<file path="src/rtl/olsd_pkg.sv">
package olsd_pkg;

  // Line of group g that contains data bit i of an m x m square (m prime).
  function automatic int ols_line(input int i, input int g, input int m);
    int r;
    int c;
    r = i / m;
    c = i % m;
    if (g == 0) return r;
    else if (g == 1) return c;
    else return (r * (g - 1) + c) % m;
  endfunction

endpackage

</file>
<file path="src/rtl/olsd_expand.sv">
// Switch network: returns packed check bits to their full code positions.
module olsd_expand #(
  parameter int NC = 20
) (
  input  logic [NC-1:0] chk_packed,
  input  logic [NC-1:0] row_en,
  output logic [NC-1:0] chk_full
);
  localparam int CW = $clog2(NC + 1);

  // pre[j] = number of enabled rows below index j
  logic [CW-1:0] pre [NC+1];

  assign pre[0] = '0;

  genvar j;
  generate
    for (j = 0; j < NC; j++) begin : g_slot
      assign pre[j+1] = pre[j] + CW'(row_en[j]);
      assign chk_full[j] = row_en[j] & chk_packed[pre[j]];
    end
  endgenerate
endmodule

</file>
<file path="src/rtl/olsd_estimates.sv">
// Builds one gated parity estimate per data bit per check group.
module olsd_estimates #(
  parameter int M = 5,
  parameter int T = 2
) (
  input  logic [M*M-1:0]       data_in,
  input  logic [2*T*M-1:0]     chk_full,
  input  logic [2*T*M-1:0]     row_en,
  output logic [M*M*2*T-1:0]   est,
  output logic [M*M*2*T-1:0]   est_en
);
  localparam int K  = M * M;
  localparam int NE = 2 * T;
  localparam int NC = NE * M;

  function automatic logic [K-1:0] line_mask(input int idx);
    logic [K-1:0] msk;
    msk = '0;
    for (int b = 0; b < K; b++)
      if (olsd_pkg::ols_line(b, idx / M, M) == idx % M) msk[b] = 1'b1;
    return msk;
  endfunction

  logic [NC-1:0] line_par;

  genvar j, i, g;
  generate
    for (j = 0; j < NC; j++) begin : g_par
      localparam logic [K-1:0] MSK = line_mask(j);
      assign line_par[j] = ^(data_in & MSK);
    end

    for (i = 0; i < K; i++) begin : g_bit
      for (g = 0; g < NE; g++) begin : g_grp
        localparam int IDX = g * M + olsd_pkg::ols_line(i, g, M);
        // line parity already holds data_in[i]; XOR it back out
        assign est[i*NE+g]    = row_en[IDX] & (chk_full[IDX] ^ line_par[IDX] ^ data_in[i]);
        assign est_en[i*NE+g] = row_en[IDX];
      end
    end
  endgenerate
endmodule

</file>
<file path="src/rtl/olsd_voter.sv">
// Threshold voter whose majority point follows the number of enabled estimates.
module olsd_voter #(
  parameter int NE = 4
) (
  input  logic          raw,
  input  logic [NE-1:0] est,
  input  logic [NE-1:0] est_en,
  output logic          dec
);
  localparam int VW = $clog2(NE + 2);

  logic [VW-1:0] n_en;
  logic [VW-1:0] n_one;
  logic [VW:0]   twice_one;
  logic [VW:0]   votes;

  always_comb begin
    n_en  = '0;
    n_one = VW'(raw);
    for (int g = 0; g < NE; g++) begin
      n_en  = n_en  + VW'(est_en[g]);
      n_one = n_one + VW'(est[g]);
    end
    twice_one = {n_one, 1'b0};
    votes     = {1'b0, n_en} + (VW+1)'(1);
    if (twice_one > votes)      dec = 1'b1;
    else if (twice_one < votes) dec = 1'b0;
    else                        dec = raw;
  end
endmodule

</file>
<file path="src/rtl/olsd_decoder.sv">
module olsd_decoder #(
  parameter int M       = 5,
  parameter int T       = 2,
  parameter bit REG_OUT = 1'b1
) (
  input  logic               clk,
  input  logic               rst_n,
  input  logic [M*M-1:0]     data_in,
  input  logic [2*T*M-1:0]   chk_stored,
  input  logic [2*T*M-1:0]   row_en,
  output logic [M*M-1:0]     data_out
);
  localparam int K  = M * M;
  localparam int NE = 2 * T;
  localparam int NC = NE * M;

  logic [NC-1:0]   chk_full;
  logic [K*NE-1:0] est;
  logic [K*NE-1:0] est_en;
  logic [K-1:0]    dec_nxt;

  olsd_expand #(.NC(NC)) u_expand (
    .chk_packed (chk_stored),
    .row_en     (row_en),
    .chk_full   (chk_full)
  );

  olsd_estimates #(.M(M), .T(T)) u_est (
    .data_in  (data_in),
    .chk_full (chk_full),
    .row_en   (row_en),
    .est      (est),
    .est_en   (est_en)
  );

  genvar i;
  generate
    for (i = 0; i < K; i++) begin : g_vote
      olsd_voter #(.NE(NE)) u_voter (
        .raw    (data_in[i]),
        .est    (est[i*NE +: NE]),
        .est_en (est_en[i*NE +: NE]),
        .dec    (dec_nxt[i])
      );
    end

    if (REG_OUT) begin : g_reg
      logic [K-1:0] out_q;
      always_ff @(posedge clk or negedge rst_n) begin
        if (!rst_n) out_q <= '0;
        else        out_q <= dec_nxt;
      end
      assign data_out = out_q;
    end else begin : g_comb
      assign data_out = dec_nxt;
    end
  endgenerate
endmodule

</file>
<file path="config.mk">
export PLATFORM = sky130hd
export DESIGN_NAME = olsd_decoder
export DESIGN_NICKNAME = d
export VERILOG_FILES = /design/src/rtl/olsd_pkg.sv /design/src/rtl/olsd_expand.sv /design/src/rtl/olsd_estimates.sv /design/src/rtl/olsd_voter.sv /design/src/rtl/olsd_decoder.sv
export SDC_FILE = /design/constraint.sdc
export NUM_CORES = 1
export LEC_CHECK = 0
export ABC_AREA = 0
export BUFFER_PORTS_ARGS = -buffer_cell sky130_fd_sc_hd__buf_4
export CAP_MARGIN = 5
export CORE_MARGIN = 2
export CORE_UTILIZATION = 35
export CTS_CLUSTER_DIAMETER = 200
export DETAILED_ROUTE_END_ITERATION = 8
export PLACE_DENSITY_LB_ADDON = 0.25
export SYNTH_ARGS = -nofsm -noshare
export SYNTH_HDL_FRONTEND = slang
export SYNTH_SLANG_ARGS = --single-unit
</file>
<file path="constraint.sdc">
create_clock -name clk -period 0.8 [get_ports clk]
set_input_delay 0.12 -clock clk [delete_from_list [all_inputs] [get_ports clk]]
set_output_delay 0.12 -clock clk [all_outputs]
set_load 0.05 [all_outputs]
</file>
## Word level (Yosys, flattened, before mapping)

Index checks and enable logic that the tools add are counted.

- Word-level logic and storage cells: 636
- Output and inout bits: 25
- Input bits: 67
- Register bits: 25

- Multiplexer cells: 88
- Bitwise operators: 240
- Order comparisons: 69
- $add $sub $neg: 218
- Reduce and logical (&&, ||, !) cells: 20

Operator list:

| cell | count |
|---|---|
| $reduce_xor 25->1 | 20 |
| $add 3x1->3 | 125 |
| $and 1x1->1 | 120 |
| $xor 1x1->1 | 120 |
| $lt 5x6->1 const B | 18 |
| $add 1x1->2 | 51 |
| $add 3x1->4 const B | 25 |
| $gt 4x4->1 | 25 |
| $lt 4x4->1 | 25 |
| $bmux 1 s5 | 18 |
| $add 5x1->5 | 17 |
| $mux 1 | 70 |
| $lt 1x6->1 const B | 1 |

## Longest topological paths before layout

Gate-level depths: netlist of the first run.

- Depth after elaboration: 28
- Depth in mapped cells: 37
- Gate-level depth less buffers: 36

## Cells and area by module

Synthesis of the first run repeated with hierarchy kept, for this count alone.

- Cell total of the unflattened synthesis: 1536
- Area total of the unflattened synthesis: 15029.4 um^2

Modules (own cells, without submodules):

| module | area an instance (um^2) | sequential area each (um^2) | times used | cells each |
|---|---|---|---|---|
| olsd_voter | 224.0 | 0.0 | 25 | 26 |
| olsd_expand | 4601.9 | 0.0 | 1 | 416 |
| olsd_estimates | 4202.8 | 0.0 | 1 | 445 |
| olsd_decoder | 625.6 | 625.6 | 1 | 25 |

## Worst setup path after synthesis of the first run

No wires, ideal clock.

- Kind: input to register
- Start: in row_en[0]
- End: reg g_reg.out_q[21], in the netlist data_out[21]
- Library setup time: 0.132 ns
- Stages: 37
- Path buffers: 1
- Required time: 0.668 ns
- Path slack: -9.286 ns
- Data arrival time: 9.953 ns
- Path through: fa_1 > ha_1 > fa_1 > ha_1 > ha_1 > ha_1 > ha_1 > ha_1 > ha_1 > ha_1 > ha_1 > ha_1 > ha_1 > ha_1 > ha_1 > ha_1 > clkbuf_1 > nand2_1 > nand3_1 > o21ai_0 > a22oi_2 > xnor2_4 > nand3_1 > xnor2_1 > xnor2_2 > mux2i_4 > xor2_1 > nand2_1 > fa_1 > inv_1 > ha_1 > inv_1 > fa_1 > inv_1 > ha_1 > nor4b_1 > o21ai_0

- Word-level cells in the longest chain between the ends: 28
- Elaborated cells on any way between the ends: 50
- Classes of those cells: 22 x add/sub; 2 x order compare; 10 x mux; 16 x bitwise

RTL lines:

| element | RTL line | source |
|---|---|---|
| start: declaration | olsd_decoder.sv:10 | `input logic [2*T*M-1:0] row_en,` |
| $add 1x1->2 (*) | olsd_expand.sv:19 | `assign pre[j+1] = pre[j] + CW'(row_en[j]);` |
| $add 5x1->5 (*) (2 in a row) | olsd_expand.sv:19 |  |
| $add 5x1->5 (15 in a row) | olsd_expand.sv:19 |  |
| $bmux 1 s5 | olsd_expand.sv:20 | `assign chk_full[j] = row_en[j] & chk_packed[pre[j]];` |
| $mux 1 (implied by the code) | olsd_expand.sv:20 |  |
| $and 1x1->1 | olsd_expand.sv:20 |  |
| $xor 1x1->1 (2 in a row) | olsd_estimates.sv:37 | `assign est[i*NE+g] = row_en[IDX] & (chk_full[IDX] ^ line_par[IDX] ^ data_in[i]);` |
| $and 1x1->1 | olsd_estimates.sv:37 |  |
| $add 3x1->3 (*) | olsd_voter.sv:22 | `n_one = n_one + VW'(est[g]);` |
| $lt 4x4->1 | olsd_voter.sv:27 | `else if (twice_one < votes) dec = 1'b0;` |
| $mux 1 | olsd_voter.sv:27 |  |
| $mux 1 (*) | olsd_voter.sv:26 | `if (twice_one > votes) dec = 1'b1;` |
| named net g_vote[21].u_voter.dec | olsd_voter.sv:8 | `output logic dec` |
| end signal: assignment | olsd_decoder.sv:51 | `else out_q <= dec_nxt;` |
| end: declaration | olsd_decoder.sv:48 | `logic [K-1:0] out_q;` |

Mark *: on every way through the listed nets, which the timed path passes. The rest lies on a longest branch. The select of a mux whose other input is x is not followed.

## Final worst setup path of the first run

- Start: in row_en[2]
- End: reg g_reg.out_q[7], in the netlist data_out[7]

- Word-level cells in the longest chain between the ends: 27
- Elaborated cells on any way between the ends: 42
- Classes of those cells: 20 x add/sub; 2 x order compare; 8 x mux; 12 x bitwise

RTL lines:

| element | RTL line |
|---|---|
| $add 5x1->5 (*) (5 in a row) | olsd_expand.sv:19 |
| $add 5x1->5 (12 in a row) | olsd_expand.sv:19 |
| $bmux 1 s5 | olsd_expand.sv:20 |
| $mux 1 (implied by the code) | olsd_expand.sv:20 |
| $and 1x1->1 | olsd_expand.sv:20 |
| $xor 1x1->1 (2 in a row) | olsd_estimates.sv:37 |
| $and 1x1->1 | olsd_estimates.sv:37 |
| $add 3x1->3 (*) | olsd_voter.sv:22 |
| $lt 4x4->1 | olsd_voter.sv:27 |
| $mux 1 | olsd_voter.sv:27 |
| $mux 1 (*) | olsd_voter.sv:26 |
| named net g_vote[7].u_voter.dec | olsd_voter.sv:8 |

Marked as above.

==> reports/results.env, run 1 <==
NET_COUNT_AFTER_SYNTHESIS=1736
SYNTH_SEQ_AREA_SHARE_PCT=4.66
MAX_CAPACITANCE_VIOLATION_COUNT=0
SLOWEST_DELAY_PS=650
AREA.GROWTH.SYNTH_TO_FINAL_PCT=47.7
ANT_NETS=0
PRE_ANTENNA_DRT_ITERS=5
PATH_CLK_SLEW_PS=90
DRT-VIAS-PER-INSTANCE=5.14
CRITICAL_PATH.TOP_DELAY_FAMILY='adder cells'
FINAL_CELL_MIX='buf_4, inv_1, xnor2_1, nand2_1, fa_1'
ANTENNA_FOUND_INITIAL=0
GRT.TOTAL_USAGE_PCT=24.3
ROW_COUNT=71
DP_HPWL_UM=37800
REPORT.FINAL.SETUP_VIOL=50
HOLD_FAILS_FINAL_RPT=0
SETUP_SLACK_PS=-7620
WORST_PIN_SLEW_PS=809
SYNTH_AREA_PER_CELL_UM2=9.47
PLACE_INST=2343
CRIT_START='row_en[2]'
RUN_STATUS='finished, violations left'
NUM_IO_PINS=92
CRITICAL_PATH.STARTPOINT_TYPE='primary input'
GRT_PASS1_VIAS=12951
POST_SYNTH_AND_OR_NAND_NOR_AREA_FRACTION_PCT=10.2
YS.FLOP_TYPE='dfrtp_1'
SYNTH_ENABLE_FLOP_CELLS=0
WL_PER_CELL_UM=19.9
CORE_AREA_MM2=0.0377
PLACEMENT.SETUP.WORST_SLACK_PS=-8370
TIMING.SLEW.HEADROOM_PCT=45.4
LAYOUTNONFILLERINSTCOUNT=2386
FRACTION_OF_FINAL_LAYOUT_CELLS_SIZED_BEYOND_DRIVE_STRENGTH_1_PCT=45.7
FRACTION_OF_SYNTHESIS_FLOPS_USING_AN_ASYNCHRONOUS_SET_OR_RESET_PIN_PCT=100
MUX_CELL_AREA_SHARE_AFTER_SYNTHESIS_PCT=19.8
YOSYS_WARNINGS=0
TIMING.FMAX_GHz=0.119
TIMING.CRITICAL_PATH.SLOWEST_STAGE_CELL='fa_2'
CTS.HTREE.LEVELS=1
MOST_COMMON_CELL_AFTER_LAYOUT_FILL_AND_TAPS_ASIDE='buf_4'
FIN_CRIT_SH_PCT=1050
DIE-WIDTH_UM=200
POSTSYNTHREGISTERBITS=25
PORT_BUFFERS=91
DIE_AREA_MM2=0.0399
CTS_MADE_BUFFERS=3
FIRST_PASS_GRT_WIRE_LENGTH_UM=73400
SYNTHESIS.INSTANCES=1417
GLOBALROUTE.TOTALOVERFLOW=0
DETAILROUTE.VIA_COUNT=12264
CRITICAL_PATH_DEPTH=38
CRIT_PATH_FREQUENT_CELL='ha_4'
PERIOD_NEEDED_PS=8420
SYNTH.CELL_AREA_MM2=0.0134
LAYOUT.NETS=2195
CRITICAL_PATH_CLASS='in2reg'
CP_NUM_BUF_INV=5
NUMBER_OF_SINKS_HANDLED_BY_CLOCK_TREE_SYNTHESIS=25
INSERTEDDIODECOUNT=0
CLK_PATH_BUF_DEPTH=2
CP_MAX_FO=5
SYNTH_ADDER_AREA_SHARE_PCT=29.2
VIOLATIONS='setup timing'
WL_UM=47400
ROUTE.DETAILED.DRC=0
HOLD_PATH.CLASS='in2async'
STARTING_DENSITY_OF_THE_CORE_PCT=35.6
SYNTH-COMPOUND-AREA-SHARE_PCT=5.60
INITIALDRTVIOLATIONCOUNT=759
YOSYS.CELL_TYPES.COUNT=61
CLOCK_TREE.ROOT_CELL='clkbuf_16'
END_KIND='register'
TRITONCTS='yes'
WORST-ENDPOINT-ARRIVAL_PS=8610
CP_DATA_REQUIRED_TIME_PS=990
GRT_SETUP_UNREPAIRED='yes'
ROUTABILITYCONGESTION=0.934
SYNTH_XOR_AREA_SHARE_PCT=22.2
COMBINATIONAL_FAMILY_WITH_THE_MOST_AREA_AFTER_SYNTHESIS='adder cells'
FLIP_FLOP_COUNT_OF_THE_LARGEST_REGISTER_AFTER_LAYOUT=25
REPORT.FINAL.SLEW_VIOL_COUNT=0
DIE_HEIGHT_UM=200
GRT_START_MAX_NET_PINS=26
## final timing paths
check | slack (ps) | end
min in group clk | 300 | data_out[22]$_DFF_PN0_
worst min-delay path | 300 | data_out[2]$_DFF_PN0_
worst max-delay path | -7620 | data_out[7]$_DFF_PN0_
max in group asynchronous | 190 | data_out[4]$_DFF_PN0_
## cells in the mapped netlist, drive strengths merged (13+ instances only)
cell type | instances | area share [%]
xnor2 | 185 | 13
nand2 | 106 | 3.0
o21ai | 53 | 2.0
buf | 21 | 0.67
fa | 102 | 15
mux2 | 36 | 3.0
inv | 212 | 5.9
mux4 | 84 | 14
nand3 | 24 | 0.90
dfrtp | 25 | 4.7
nor4b | 26 | 1.7
a21oi | 40 | 1.5
clkbuf | 60 | 1.7
mux2i | 31 | 2.7
and2 | 23 | 1.1
xnor3 | 13 | 2.2
ha | 150 | 14
nor2 | 41 | 1.1
xor2 | 101 | 7.0
## kinds of logic after synthesis
group           Yosys count
mux                     151
compound gates          129
xor+xnor                301
flops                    25
simple gates            266
buf+inv                 293
fa+ha+maj               252
## timing repair
action / 4_1_cts / 5_1_grt
buffers inserted: 25 / 16
pin swaps: 85 / 70
hold buffers: 1 / 0
gates resized for setup: 180 / 76
endpoints found under the hold margin: 25 / 0
cloned: 0 / 0
setup endpoints to repair: 50 / 50
## cell type report
cell class              count  area (µm²)
repair buffers            535        4480
multi-input cells        1099       13200
clock buffers               4        78.8
inverters                 212         796
flip-flops and latches     25         626
well taps                 511         639
fillers                  3370       17800
## stage by stage
stage | area (µm²) | util, % | TNS (ps) | hold WS, ps
floorplan | 13800 | - | -190640 | -176
global placement | 18000 | 47.7 | -199510 | 93.4
detailed placement | 18000 | 47.7 | -203070 | 95.6
CTS | 19300 | 51.2 | -187610 | 300
global route | 19800 | 52.6 | -196120 | 321
finish | 19800 | 52.6 | -189420 | 296
## routing by layer
metal / share of wire, % / routed length, µm / vias up / track usage, %
li1: - / - / 5637 / -
met1: 42 / 20000 / 6112 / 32.0
met2: 49 / 23200 / 430 / 42.1
met3: 5.5 / 2630 / 85 / 1.93
met4: 3.4 / 1590 / 0 / 7.90
met5: 0 / 0 / - / 0
Power of run 1 is left out: the tool's default activity adds up to more than one toggle a clock period on the data nets, which glitch-free logic cannot reach.
==> inputs of run 2 (changes only) <==
--- a/config.mk
+++ b/config.mk
@@ -6,12 +6,12 @@
 export NUM_CORES = 1
 export LEC_CHECK = 0
 export ABC_AREA = 0
-export BUFFER_PORTS_ARGS = -buffer_cell sky130_fd_sc_hd__buf_4
 export CAP_MARGIN = 5
 export CORE_MARGIN = 2
 export CORE_UTILIZATION = 35
 export CTS_CLUSTER_DIAMETER = 200
 export DETAILED_ROUTE_END_ITERATION = 8
+export DONT_BUFFER_PORTS = 1
 export PLACE_DENSITY_LB_ADDON = 0.25
 export SYNTH_ARGS = -nofsm -noshare
 export SYNTH_HDL_FRONTEND = slang
==> reports/results.env, run 2 (synthesized netlist as in run 1, its figures left out) <==
REPORT.FINAL.SLEW_VIOL_COUNT=0  # unchanged
FRACTION_OF_FINAL_LAYOUT_CELLS_SIZED_BEYOND_DRIVE_STRENGTH_1_PCT=38.8  # -6.9 points
HOLD_FAILS_FINAL_RPT=2  # +2
NUM_IO_PINS=92  # unchanged
MOST_COMMON_CELL_AFTER_LAYOUT_FILL_AND_TAPS_ASIDE='buf_4'
CRITICAL_PATH_CLASS='in2reg'
WORST-ENDPOINT-ARRIVAL_PS=8430  # -180 ps
CLOCK_TREE.ROOT_CELL='clkbuf_16'
ANT_NETS=0  # unchanged
CTS.HTREE.LEVELS=1  # unchanged
WORST_PIN_SLEW_PS=530  # -280 ps
POSTLAYOUTCELLAREA_MM2=0.0184  # -6.9%
WL_PER_CELL_UM=19.9  # about the same
CP_MAX_FO=15  # +10
GRT_USE_MET2_PCT=39.0  # -3.1 points
GRT_START_MAX_NET_PINS=26  # unchanged
GRT_PASS1_VIAS=12097  # -6.6%
SETUP_SLACK_PS=-7440  # +182 ps
GLOBALROUTE.TOTALOVERFLOW=0  # unchanged
FIN_CRIT_SH_PCT=1030  # -23 points
INSERTEDDIODECOUNT=0  # unchanged
LAYOUT.NETS=1993  # -9.2%
REPORT.FINAL.SETUP_VIOL=50  # unchanged
END_KIND='register'
SLOWEST_DELAY_PS=590  # -60 ps
DIE-WIDTH_UM=200  # unchanged
CP_DATA_REQUIRED_TIME_PS=990  # about the same
FLIP_FLOP_COUNT_OF_THE_LARGEST_REGISTER_AFTER_LAYOUT=25  # unchanged
BUSIEST_LAYER='met2'
PORT_BUFFERS=0  # -100%
ROW_COUNT=71  # unchanged
TIMING.SLEW.HEADROOM_PCT=64.4  # +19 points
STARTING_DENSITY_OF_THE_CORE_PCT=35.6  # unchanged
AREA.GROWTH.SYNTH_TO_FINAL_PCT=37.5
GRT_SETUP_UNREPAIRED='yes'
DIE_HEIGHT_UM=200  # unchanged
PLACE_INST=2148  # -8.3%
PRE_ANTENNA_DRT_ITERS=5  # unchanged
CRIT_PATH_FREQUENT_CELL='ha_4'
GRT_USE_MET3_PCT=2.82  # +0.89 points
TIMING.FMAX_GHz=0.121  # +2.2%
PLACED_CELL_AREA_MM2=0.0168  # -6.3%
INITIALDRTVIOLATIONCOUNT=726  # -4.3%
WORST_HOLD_SLACK_PS=-15.0  # -311 ps
WL_UM=43400  # -8.5%
DETAILROUTE.VIA_COUNT=11430  # -6.8%
TOTALNEGATIVESETUPSLACK_PS=-183270  # +6150 ps
RUN_STATUS='finished, violations left'
ANTENNA_FOUND_INITIAL=0  # unchanged
ROUTABILITYCONGESTION=0.878  # -5.9%
DP_HPWL_UM=32800  # -13%
GR-USAGE-MET1_PCT=28.4  # -3.7 points
FIRST_PASS_GRT_WIRE_LENGTH_UM=66800  # -9.0%
CRITICAL_PATH.STARTPOINT_TYPE='primary input'
PERIOD_NEEDED_PS=8240  # -182 ps
CTS_MADE_BUFFERS=3  # unchanged
NUMBER_OF_SINKS_HANDLED_BY_CLOCK_TREE_SYNTHESIS=25  # unchanged
TRITONCTS='yes'
PATH_CLK_SLEW_PS=90  # about the same
HOLD_PATH.CLASS='in2reg'
FINAL_CELL_MIX='buf_4, inv_1, xnor2_1, nand2_1, fa_1'
MAX_CAPACITANCE_VIOLATION_COUNT=0  # unchanged
DIE_AREA_MM2=0.0399  # unchanged
CORE_AREA_MM2=0.0377  # unchanged
DRT-VIAS-PER-INSTANCE=5.23  # +1.8%
TIMING.CRITICAL_PATH.SLOWEST_STAGE_CELL='fa_2'
ROUTE.DETAILED.DRC=0  # unchanged
CLK_PATH_BUF_DEPTH=2  # unchanged
LAYOUTNONFILLERINSTCOUNT=2184  # -8.5%
GRT.TOTAL_USAGE_PCT=22.0  # -2.3 points
VIOLATIONS='hold timing, setup timing'
-- run 2: cell count changes in the layout (fill, tap and decap cells not counted), moves of 4 or more --
cell | before | now
buf_4 | 458 | 268
mux2i_4 | 8 | 4
buf_6 | 55 | 21
buf_12 | 19 | 42
-- run 2: through the flow --
stage | hold WS [ps] | util (%) | setup slack (ps)
floorplan | -176 | - | -7840
global placement | -175 | 44.7 | -7970
detailed placement | -175 | 44.7 | -8140
CTS | -9.85 | 47.0 | -7360
global route | 0.976 | 49.0 | -7700
finish | -15.0 | 49.0 | -7440
-- run 2: what timing repair did --
item,CTS,global route
setup buffers,16,22
hold endpoints to repair,28,0
pin swaps,59,81
hold buffers,2,0
setup endpoints to repair,50,50
resized for setup,108,103
cloned,0,0
-- run 2: worst max-delay path: cells and delay by family --
kind	cells	cell delay, ps
AO/OA/AOI/OAI	2	270
buffers and inverters	5	410
adder cells (fa/ha/maj)	22	6320
multiplexers	2	430
XOR/XNOR	1	120
AND/OR/NAND/NOR	5	730
-- run 2: layer usage --
layer	share of wire, %	up-vias	wire length, µm
met5	0	-	0
met4	2.0	0	867
met3	6.4	55	2790
met2	50	392	21700
met1	42	5756	18100
li1	-	5227	-
-- run 2: cell type report --
| class | count | area (µm²) |
|---|---|---|
| Inverter | 212 | 796 |
| Timing Repair Buffer | 333 | 3110 |
| Multi-Input combinational cell | 1099 | 13200 |
| Sequential cell | 25 | 626 |
| Clock buffer | 4 | 78.8 |
| Fill cell | 3515 | 19200 |
| Tap cell | 511 | 639 |
-- run 2: final timing paths --
path | start | to | slack (ps) | cells past startpoint
max in group asynchronous | rst_n | data_out[8]$_DFF_PN0_ | 250 | 2
min | data_in[17] | data_out[17]$_DFF_PN0_ | -10 | 2
max | row_en[2] | data_out[10]$_DFF_PN0_ | -7440 | 37
min in group asynchronous | rst_n | data_out[10]$_DFF_PN0_ | 360 | 2
Power of run 2 is left out for the same reason.
